`src/rtl/rrw_pkg.sv`:
```
package rrw_pkg;

    typedef enum logic [2:0] {
        ST_IDLE,
        ST_STORE,
        ST_DROP,
        ST_PAD,
        ST_HDR
    } rrw_state_e;

    localparam int DESC_BYTES = 4;
    localparam int CRC_BYTES  = 4;
    localparam logic [7:0] STAT_GOOD = 8'h01;

endpackage

```
`src/rtl/rrw_space_check.sv`:
```
module rrw_space_check #(
    parameter int PG_W    = 8,
    parameter int NEED_PG = 6
) (
    input  logic [PG_W-1:0] start_pg,
    input  logic [PG_W-1:0] stop_pg,
    input  logic [PG_W-1:0] bnd_pg,
    input  logic [PG_W-1:0] cur_pg,
    input  logic            stopped,
    output logic            room_ok
);
    localparam int SW = PG_W + 2;

    logic signed [SW-1:0] s_start, s_stop, s_bnd, s_cur, avail;

    assign s_start = $signed({2'b00, start_pg});
    assign s_stop  = $signed({2'b00, stop_pg});
    assign s_bnd   = $signed({2'b00, bnd_pg});
    assign s_cur   = $signed({2'b00, cur_pg});

    always_comb begin
        if (cur_pg < bnd_pg) begin
            avail = s_bnd - s_cur;
        end else begin
            avail = (s_stop - s_start) - (s_cur - s_bnd);
        end
    end

    assign room_ok = !stopped && (avail >= $signed(SW'(NEED_PG)));

endmodule

```
`src/rtl/rrw_next_page.sv`:
```
module rrw_next_page #(
    parameter int PG_W  = 8,
    parameter int OFF_W = 8,
    parameter int LEN_W = 16,
    parameter int TAIL  = 4
) (
    input  logic [PG_W-1:0]  base_pg,
    input  logic [PG_W-1:0]  start_pg,
    input  logic [PG_W-1:0]  stop_pg,
    input  logic [LEN_W-1:0] total_len,
    output logic [PG_W-1:0]  next_pg
);
    localparam int W = LEN_W + PG_W + 2;
    localparam int ROUND = (1 << OFF_W) - 1;

    logic [W-1:0] adv, sum, span, wrapped;

    always_comb begin
        adv     = (W'(total_len) + W'(TAIL) + W'(ROUND)) >> OFF_W;
        sum     = W'(base_pg) + adv;
        span    = W'(stop_pg) - W'(start_pg);
        wrapped = (sum >= W'(stop_pg)) ? (sum - span) : sum;
        next_pg = wrapped[PG_W-1:0];
    end

endmodule

```
`src/rtl/rrw_ptr_step.sv`:
```
module rrw_ptr_step #(
    parameter int PG_W  = 8,
    parameter int OFF_W = 8
) (
    input  logic [PG_W+OFF_W-1:0] ptr,
    input  logic [PG_W-1:0]       start_pg,
    input  logic [PG_W-1:0]       stop_pg,
    output logic [PG_W+OFF_W-1:0] ptr_nxt
);
    localparam int AW = PG_W + OFF_W;

    logic [AW-1:0] inc;

    always_comb begin
        inc = ptr + AW'(1);
        if (inc == {stop_pg, {OFF_W{1'b0}}}) begin
            ptr_nxt = {start_pg, {OFF_W{1'b0}}};
        end else begin
            ptr_nxt = inc;
        end
    end

endmodule

```
`src/rtl/rx_ring_writer.sv`:
```
module rx_ring_writer
    import rrw_pkg::*;
#(
    parameter int PG_W      = 8,
    parameter int OFF_W     = 8,
    parameter int LEN_W     = 16,
    parameter int MAX_FRAME = 1514,
    parameter int MIN_FRAME = 60
) (
    input  logic                  clk,
    input  logic                  rst_n,
    input  logic [PG_W-1:0]       ring_start_pg,
    input  logic [PG_W-1:0]       ring_stop_pg,
    input  logic [PG_W-1:0]       ring_bnd_pg,
    input  logic                  rx_stopped,
    input  logic                  cur_load,
    input  logic [PG_W-1:0]       cur_load_pg,
    input  logic                  s_valid,
    output logic                  s_ready,
    input  logic                  s_first,
    input  logic                  s_last,
    input  logic [7:0]            s_data,
    output logic                  mem_we,
    output logic [PG_W+OFF_W-1:0] mem_addr,
    output logic [7:0]            mem_wdata,
    output logic [PG_W-1:0]       cur_pg,
    output logic                  space_ok,
    output logic                  rx_done
);
    localparam int ADDR_W     = PG_W + OFF_W;
    localparam int PAGE_BYTES = 1 << OFF_W;
    localparam int NEED_PG    = (MAX_FRAME + CRC_BYTES + PAGE_BYTES - 1) / PAGE_BYTES;
    localparam logic [LEN_W-1:0] MIN_LEN  = LEN_W'(MIN_FRAME);
    localparam logic [LEN_W-1:0] ONE_LEN  = LEN_W'(1);
    localparam logic [OFF_W-1:0] DATA_OFF = OFF_W'(DESC_BYTES);

    rrw_state_e         state_q, state_d;
    logic [PG_W-1:0]    base_q, base_d;
    logic [ADDR_W-1:0]  ptr_q, ptr_d;
    logic [LEN_W-1:0]   len_q, len_d;
    logic [1:0]         hidx_q, hidx_d;
    logic [PG_W-1:0]    cur_q;
    logic               done_q;
    logic               commit;
    logic               take;
    logic [LEN_W-1:0]   len_inc;
    logic [LEN_W-1:0]   total_len;
    logic [PG_W-1:0]    next_pg;
    logic [ADDR_W-1:0]  ptr_nxt;
    logic               room_ok;

    assign take      = s_valid && s_ready;
    assign len_inc   = len_q + ONE_LEN;
    assign total_len = len_q + LEN_W'(DESC_BYTES);
    assign cur_pg    = cur_q;
    assign rx_done   = done_q;
    assign space_ok  = room_ok;

    rrw_space_check #(.PG_W(PG_W), .NEED_PG(NEED_PG)) u_space (
        .start_pg (ring_start_pg),
        .stop_pg  (ring_stop_pg),
        .bnd_pg   (ring_bnd_pg),
        .cur_pg   (cur_q),
        .stopped  (rx_stopped),
        .room_ok  (room_ok)
    );

    rrw_next_page #(.PG_W(PG_W), .OFF_W(OFF_W), .LEN_W(LEN_W), .TAIL(CRC_BYTES)) u_next (
        .base_pg   (base_q),
        .start_pg  (ring_start_pg),
        .stop_pg   (ring_stop_pg),
        .total_len (total_len),
        .next_pg   (next_pg)
    );

    rrw_ptr_step #(.PG_W(PG_W), .OFF_W(OFF_W)) u_step (
        .ptr      (mem_addr),
        .start_pg (ring_start_pg),
        .stop_pg  (ring_stop_pg),
        .ptr_nxt  (ptr_nxt)
    );

    // State and datapath registers
    always_ff @(posedge clk or negedge rst_n) begin
        if (!rst_n) begin
            state_q <= ST_IDLE;
            base_q  <= '0;
            ptr_q   <= '0;
            len_q   <= '0;
            hidx_q  <= '0;
            cur_q   <= '0;
            done_q  <= 1'b0;
        end else begin
            state_q <= state_d;
            base_q  <= base_d;
            ptr_q   <= ptr_d;
            len_q   <= len_d;
            hidx_q  <= hidx_d;
            done_q  <= commit;
            if (commit) begin
                cur_q <= next_pg;
            end else if (cur_load) begin
                cur_q <= cur_load_pg;
            end
        end
    end

    // Next-state logic
    always_comb begin
        state_d = state_q;
        base_d  = base_q;
        ptr_d   = ptr_q;
        len_d   = len_q;
        hidx_d  = hidx_q;
        commit  = 1'b0;
        unique case (state_q)
            ST_IDLE: begin
                if (take && s_first) begin
                    if (room_ok) begin
                        base_d = cur_q;
                        ptr_d  = ptr_nxt;
                        len_d  = ONE_LEN;
                        hidx_d = '0;
                        if (s_last) begin
                            state_d = (ONE_LEN < MIN_LEN) ? ST_PAD : ST_HDR;
                        end else begin
                            state_d = ST_STORE;
                        end
                    end else if (!s_last) begin
                        state_d = ST_DROP;
                    end
                end
            end
            ST_STORE: begin
                if (take) begin
                    ptr_d = ptr_nxt;
                    len_d = len_inc;
                    if (s_last) begin
                        hidx_d  = '0;
                        state_d = (len_inc < MIN_LEN) ? ST_PAD : ST_HDR;
                    end
                end
            end
            ST_DROP: begin
                if (take && s_last) begin
                    state_d = ST_IDLE;
                end
            end
            ST_PAD: begin
                ptr_d = ptr_nxt;
                len_d = len_inc;
                if (len_inc >= MIN_LEN) begin
                    hidx_d  = '0;
                    state_d = ST_HDR;
                end
            end
            ST_HDR: begin
                hidx_d = hidx_q + 2'd1;
                if (hidx_q == 2'd3) begin
                    state_d = ST_IDLE;
                    commit  = 1'b1;
                end
            end
            default: state_d = ST_IDLE;
        endcase
    end

    // Output logic
    always_comb begin
        s_ready   = 1'b0;
        mem_we    = 1'b0;
        mem_addr  = ptr_q;
        mem_wdata = 8'h00;
        unique case (state_q)
            ST_IDLE: begin
                s_ready   = 1'b1;
                mem_we    = s_valid && s_first && room_ok;
                mem_addr  = {cur_q, DATA_OFF};
                mem_wdata = s_data;
            end
            ST_STORE: begin
                s_ready   = 1'b1;
                mem_we    = s_valid;
                mem_wdata = s_data;
            end
            ST_DROP: begin
                s_ready = 1'b1;
            end
            ST_PAD: begin
                mem_we    = 1'b1;
                mem_wdata = 8'h00;
            end
            ST_HDR: begin
                mem_we   = 1'b1;
                mem_addr = {base_q, OFF_W'(hidx_q)};
                unique case (hidx_q)
                    2'd0: mem_wdata = STAT_GOOD;
                    2'd1: mem_wdata = 8'(next_pg);
                    2'd2: mem_wdata = total_len[7:0];
                    2'd3: mem_wdata = 8'(total_len >> 8);
                    default: mem_wdata = 8'h00;
                endcase
            end
            default: ;
        endcase
    end

    // Assertions
    assert_stopped_quiet_R2: assert property (@(posedge clk) disable iff (!rst_n)
        (state_q == ST_IDLE && rx_stopped) |-> !mem_we)
        else $error("write while stopped in idle");

    assert_ring_addr_R5: assert property (@(posedge clk) disable iff (!rst_n)
        (mem_we && (state_q == ST_STORE || state_q == ST_PAD) && ring_start_pg != ring_stop_pg)
        |-> (mem_addr != {ring_stop_pg, {OFF_W{1'b0}}}))
        else $error("payload address reached stop page");

    assert_padded_len_R6: assert property (@(posedge clk) disable iff (!rst_n)
        (state_q == ST_HDR) |-> (len_q >= MIN_LEN))
        else $error("descriptor written for short frame");

    assert_done_pulse_R8: assert property (@(posedge clk) disable iff (!rst_n)
        rx_done |=> !rx_done)
        else $error("done longer than one cycle");

    assert_done_after_desc_R9: assert property (@(posedge clk) disable iff (!rst_n)
        rx_done |-> ($past(mem_we) && !$past(s_ready)))
        else $error("done without preceding descriptor write");

endmodule

```
`config.mk`:
```
export PLATFORM = sky130hd
export DESIGN_NAME = rx_ring_writer
export DESIGN_NICKNAME = d
export VERILOG_FILES = /design/src/rtl/rrw_pkg.sv /design/src/rtl/rrw_space_check.sv /design/src/rtl/rrw_next_page.sv /design/src/rtl/rrw_ptr_step.sv /design/src/rtl/rx_ring_writer.sv
export SDC_FILE = /design/constraint.sdc
export NUM_CORES = 1
export LEC_CHECK = 0
export BUFFER_PORTS_ARGS = -buffer_cell sky130_fd_sc_hd__buf_2
export CORE_MARGIN = 3
export CORE_UTILIZATION = 61
export CTS_BUF_LIST = sky130_fd_sc_hd__clkbuf_4
export DETAILED_ROUTE_END_ITERATION = 6
export PLACE_DENSITY = 0.94
export SLEW_MARGIN = 10
export SYNTH_ARGS = -nofsm -noshare
export SYNTH_HDL_FRONTEND = slang
export SYNTH_SLANG_ARGS = --single-unit
```
`constraint.sdc`:
```
create_clock -name clk -period 16.8 [get_ports clk]
set_clock_uncertainty 0.05 [all_clocks]
set_input_delay 4.2 -clock clk [delete_from_list [all_inputs] [get_ports clk]]
set_output_delay 4.2 -clock clk [all_outputs]
set_load 0.05 [all_outputs]
```
==> After elaboration in Yosys (flattened, before gate mapping) <==
Index checks and enable logic that the tools add are counted.
{ "word_totals": {"register_bits": 54, "inputBits": 47, "out_inout_bits": 36} }
{ "op_classes": {"addsub": 13, "magnitude_cmp": 5, "n_eq_ne": 16, "mux": 37, "reduce_logical": 19} }
{ "op_table": {"columns": ["operator", "n"], "rows": [
  ["16-bit 2-to-1 mux", 7],
  ["16-bit case mux with 3 select lines", 2],
  ["16-bit by 1-bit adder with 16-bit output, second input constant", 2],
  ["16-bit case mux with 2 select lines", 1],
  ["8-bit case mux with 4 select lines", 1],
  ["3-bit 2-to-1 mux", 9],
  ["8-bit by 8-bit subtractor with 9-bit output", 3],
  ["26-bit by 8-bit adder with 26-bit output, second input constant", 1],
  ["8-bit 2-to-1 mux", 3],
  ["8-bit by 18-bit adder with 19-bit output", 1],
  ["19-bit by 8-bit greater-or-equal comparator with 1-bit output", 1],
  ["16-bit by 3-bit adder with 17-bit output, second input constant", 1],
  ["16-bit by 3-bit adder with 16-bit output, second input constant", 1],
  ["16-bit equality test", 1],
  ["16-bit by 6-bit greater-or-equal comparator with 1-bit output, second input constant", 1],
  ["16-bit by 6-bit < comparator with 1-bit output, second input constant", 1],
  ["8-bit case mux with 2 select lines", 1],
  ["8-bit subtractor", 2],
  ["3-bit case mux with 5 select lines", 1],
  ["2-bit inequality test, second input constant", 7],
  ["2-bit 2-to-1 mux", 6],
  ["10-bit by 4-bit greater-or-equal comparator with 1-bit output, second input constant", 1],
  ["10-bit 2-to-1 mux", 1],
  ["10-bit subtractor", 1],
  ["24 further kinds", 34]
]} }

==> Depth between registers and ports, before layout <==
{ "depth": {"ltp_word": 8, "mapped_depth": 26, "mapped_depth_nobuf": 25} }

==> Hierarchy <==
From an unflattened synthesis, not the netlist that was laid out.
{ "unflattened": {"hier_cells": 883, "area_unflattened_um2": 7090.6} }
{ "modules_own_cells": {"columns": ["mod", "instances", "cells_per_inst", "area_each_um2"], "rows": [
  ["rx_ring_writer", 1, 419, 3544.6],
  ["rrw_space_check", 1, 215, 1520.2],
  ["rrw_next_page", 1, 159, 1287.5],
  ["rrw_ptr_step", 1, 90, 738.2]
]} }

==> Worst setup path after synthesis <==
OpenSTA, ideal clock, no wires.
{ "synth_timing": {"path_type": "input-to-output", "from": "input port ring_bnd_pg[0]", "to": "output port mem_we", "arrival_ns": 7.810, "t_required_ns": 12.550, "path_slack_ns": 4.740, "stages": 20, "n_path_buf": 2, "path_cell_list": "ha_1 -> inv_1 -> fa_1 -> a21o_1 -> a21oi_1 -> o21bai_1 -> a21oi_1 -> nor2_1 -> o21ai_0 -> nand2_1 -> ha_1 -> inv_1 -> a222oi_1 -> o311a_1 -> o2111ai_1 -> o21ai_1 -> o21a_1 -> clkbuf_1 -> clkbuf_1 -> nand2_1"} }
{ "synth_via": {"elab_chain_len": 7, "elab_cells_between_ends": 9} }
{ "synth_rtl": {"columns": ["element", "line_no", "source"], "rows": [
  ["start: declaration", "rx_ring_writer.sv:14", "input logic [PG_W-1:0] ring_bnd_pg,"],
  ["8-bit by 8-bit subtractor with 9-bit output", "rrw_space_check.sv:25", "avail = (s_stop - s_start) - (s_cur - s_bnd);"],
  ["10-bit subtractor", "rrw_space_check.sv:25", null],
  ["10-bit 2-to-1 mux (*)", "rrw_space_check.sv:22", "if (cur_pg < bnd_pg) begin"],
  ["10-bit by 4-bit greater-or-equal comparator with 1-bit output (*)", "rrw_space_check.sv:29", "assign room_ok = !stopped && (avail >= $signed(SW'(NEED_PG)));"],
  ["1-bit logical AND (*)", "rrw_space_check.sv:29", null],
  ["1-bit logical AND (*)", "rx_ring_writer.sv:177", "mem_we = s_valid && s_first && room_ok;"],
  ["1-bit case mux with 3 select lines (*)", "rx_ring_writer.sv:174", "unique case (state_q)"],
  ["end: declaration", "rx_ring_writer.sv:23", "output logic mem_we,"]
]} }
Mark *: on every way between the ends. The rest lies on a longest branch, timed or not.

==> Worst setup path in the final report <==
Same ends and word-level chain as after synthesis.

==> results.toml <==
[global_routing]
first_pass_grt_wire_length_mm = 30.5
grt_antenna_before_repair = 0
aggregate_global_route_resource_usage_pct = 29.4
vias_in_the_first_global_route = 6306
global_route.overflow_total = 0
grt_start_max_net_pins = 55

[placement]
detailedPlace.worstSlack_ns = 4.38
place_hpwl_mm = 14.9
io_buffer_count = 82
routabilityCongestion = 1.04

[cts]
cts_tree = "built"
clkLatencyLatePin_ns = 0.41
root_buffer = "clkbuf_4"
post-cts-setup-buffers = 0
numCtsBuffers = 5
post_cts.resized_instances = 0
htreeDepth = 2
cts-root-to-sink-buffers = 2
clkSlewWorstSetupHoldPaths_ns = 0.18
postCtsHoldBufs = 0
clock_sink_count = 54

[sta]
timing_max_transition_violations_final = 0
setup_repair_after_global_routing_missed_its_margin = "false"
finalSetupViolations = 0
count_of_endpoints_failing_hold_in_the_final_timing_report = 0
maxClockFrequency_mhz = 79.5
finalSetupTns_ns = 0
final_min_period_over_clock_period_pct = 74.8
worst-slew-pin-transition_ns = 1.06
timing.slew.headroom_pct = 28.8
period_needed_ns = 12.57
final.setup.worst_slack_ns = 4.23

[floorplan]
num_rows = 38
die_footprint_um2 = 12500
floorplan.die.width_um = 112
floorplan.die.height_um = 112
top_level_ports = 83
floorplan.initialDensity_pct = 62.8
total_core_area_um2 = 10900

[synthesis]
ys_warn_count = 0
post_synth.cell_area_avg_um2 = 7.88
synthesis.instances = 867
synth_nets = 993
synth_area_um2 = 6830
number_of_synthesized_flops_with_an_enable_pin = 0
ys_seq_elements = 54
yosys_most_used_dff = "dfrtp_1"
ys_types = 73
yosysSeqAreaShare_pct = 19.8
synth_async_sr_flop_share_pct = 100

[worst_setup_path]
critPathKind = "in -> out"
worst-endpoint-arrival_ns = 8.32
timing.reg2reg.worst_path_depth = 23
worstPathMaxFanout = 19
timing.critical_path.from_type = "input pin"
timing.critical_path.required_ns = 12.55
r2r_slack_ns = 10.43
crit_path_end_kind = "output pin"

[finish]
nNetsFinal = 1042
layout_commonest_cell = "buf_2"
final_cell_mix = "buf_2 (82), inv_1 (78), nor2_1 (73), a21oi_1 (69), ha_1 (67)"
post_route_cells_drive_above_1_share_pct = 13.3
area_growth_syn_to_layout_pct = 7.16
ant_cells = 0
filler_cell_count = 845

[routing]
via_density_per_instance = 6.34
routed_wl_mm = 18.7
drt-wirelength-per-cell_um = 17.7
postRouteAntennaNets = 0
drt_pass1_iterations = 6
drtIter0Drc = 748
drcViolationCount = 0
num_vias = 6704

[pwr]
power.static_leakage_nw = 3.41
pwr_density_cell_nw_per_um2 = 171
max-vdd-ir-drop_mv = 0.143

[min_path]
min-delay-path-class = "reg -> reg"
min_path_cells = 2

[status]
run_status = "finished, final reports clean"

[flow_run]
max_cap_violations = 0
## synthesized netlist by cell type, drive strengths merged (3+ instances only)
master   instances  area [um^2]
o21a             9         67.6
o311a            3         30.0
nand4            9         71.3
a221oi           3         26.3
nand2b           8         50.1
o21bai           9         67.6
o31a             3         26.3
and2             8         50.1
xor2            20          183
o21ai           61          305
o211ai           4         30.0
nor3            19          105
o41ai            4         35.0
fa              12          240
nand3           20          110
a31oi           12         75.1
a211oi           9         67.6
a21oi           71          363
clkbuf          29          109
mux2            10          113
nor2b            5         31.3
nor2            75          292
mux2i           25          263
or2              7         43.8
o22ai            3         18.8
nand3b           4         30.0
buf             15         80.1
ha              67          838
o31ai            6         45.0
nor4             8         50.1
xnor2           63          559
o2111ai          3         26.3
a22oi            6         50.1
nand2           59          221
or3              8         50.1
a21o            23          173
dfrtp           54         1350
inv             78          293
and3             6         37.5
o2bb2ai          3         26.3
o221ai           5         43.8
## per-layer routing
metal,part of all wire (%),vias to the layer above,global-route usage [%]
met3,7.2,66,2.99
met4,4.4,0,12.0
met2,46,325,48.5
met5,0,-,0
li1,-,3163,-
met1,42,3150,39.6
## worst max-delay path, cell delays in order
cell and delay, ns:
buf_2 0.10, ha_1 0.16, inv_1 0.05, fa_1 0.39, a21o_1 0.17, a21oi_1 0.24, o21bai_1 0.10, a21oi_1 0.22
nor2_1 0.06, o21ai_0 0.14, nand2_1 0.08, ha_1 0.33, inv_1 0.09, a222oi_1 0.33, o311a_1 0.22, o2111ai_1 0.11
o21ai_1 0.35, o21a_1 0.63, nand2_1 0.11, buf_2 0.23
## per-stage QoR
stage | power (mW) | cells | cell area [um^2] | hold slack (ns) | utilization [%]
floorplan | 0.943 | 867 | 6830 | 0.432 | -
global placement | 1.13 | 1049 | 7260 | 0.464 | 66.7
detailed placement | 1.16 | 1049 | 7260 | 0.478 | 66.7
CTS | 1.23 | 1057 | 7320 | 0.514 | 67.3
global route | 1.34 | 1057 | 7320 | 0.531 | 67.3
finish | 1.25 | 1057 | 7320 | 0.516 | 67.3
## cells by family after synthesis
| group | synth area share (%) |
|---|---|
| AOI/OAI and AO/OA | 23.5 |
| xor gates and xnor gates | 10.9 |
| adders and majority gates | 15.8 |
| buffers and inverters | 7.05 |
| DFF | 19.8 |
| muxes | 5.49 |
| and+or+nand+nor | 17.6 |
## registers in the layout, indices dropped and copies added (netlist names)
name / flops
cur_pg: 8
rx_done: 1
state_q: 3
ptr_q: 16
hidx_q: 2
base_q: 8
len_q: 16
## path summary, 6_finish.rpt
check                               start         to
setup reg to reg                 len_q[3]  cur_pg[7]
max in group asynchronous           rst_n  len_q[12]
setup / recovery           ring_bnd_pg[0]     mem_we
hold reg to reg                 ptr_q[11]  ptr_q[11]
hold / removal                  ptr_q[11]  ptr_q[11]
min in group asynchronous           rst_n  len_q[15]
## area by class of cell
type | instances | area, um^2 | share of cell area [%]
multi-input combinational | 691 | 5000 | 68.3
sequential | 54 | 1350 | 18.5
timing repair buffer | 86 | 440 | 6.01
inverter | 78 | 293 | 4.00
tap | 140 | 175 | 2.39
clock buffer | 5 | 37.5 | 0.513
clock inverter | 3 | 25.0 | 0.342
## where the power goes
group          total, mW  internal, mW  switching [mW]
sequential         0.247         0.172          0.0747
combinational      0.940         0.335           0.606
clock             0.0654        0.0172          0.0482
total               1.25         0.524           0.729
Power figures use the tool's default switching activity.
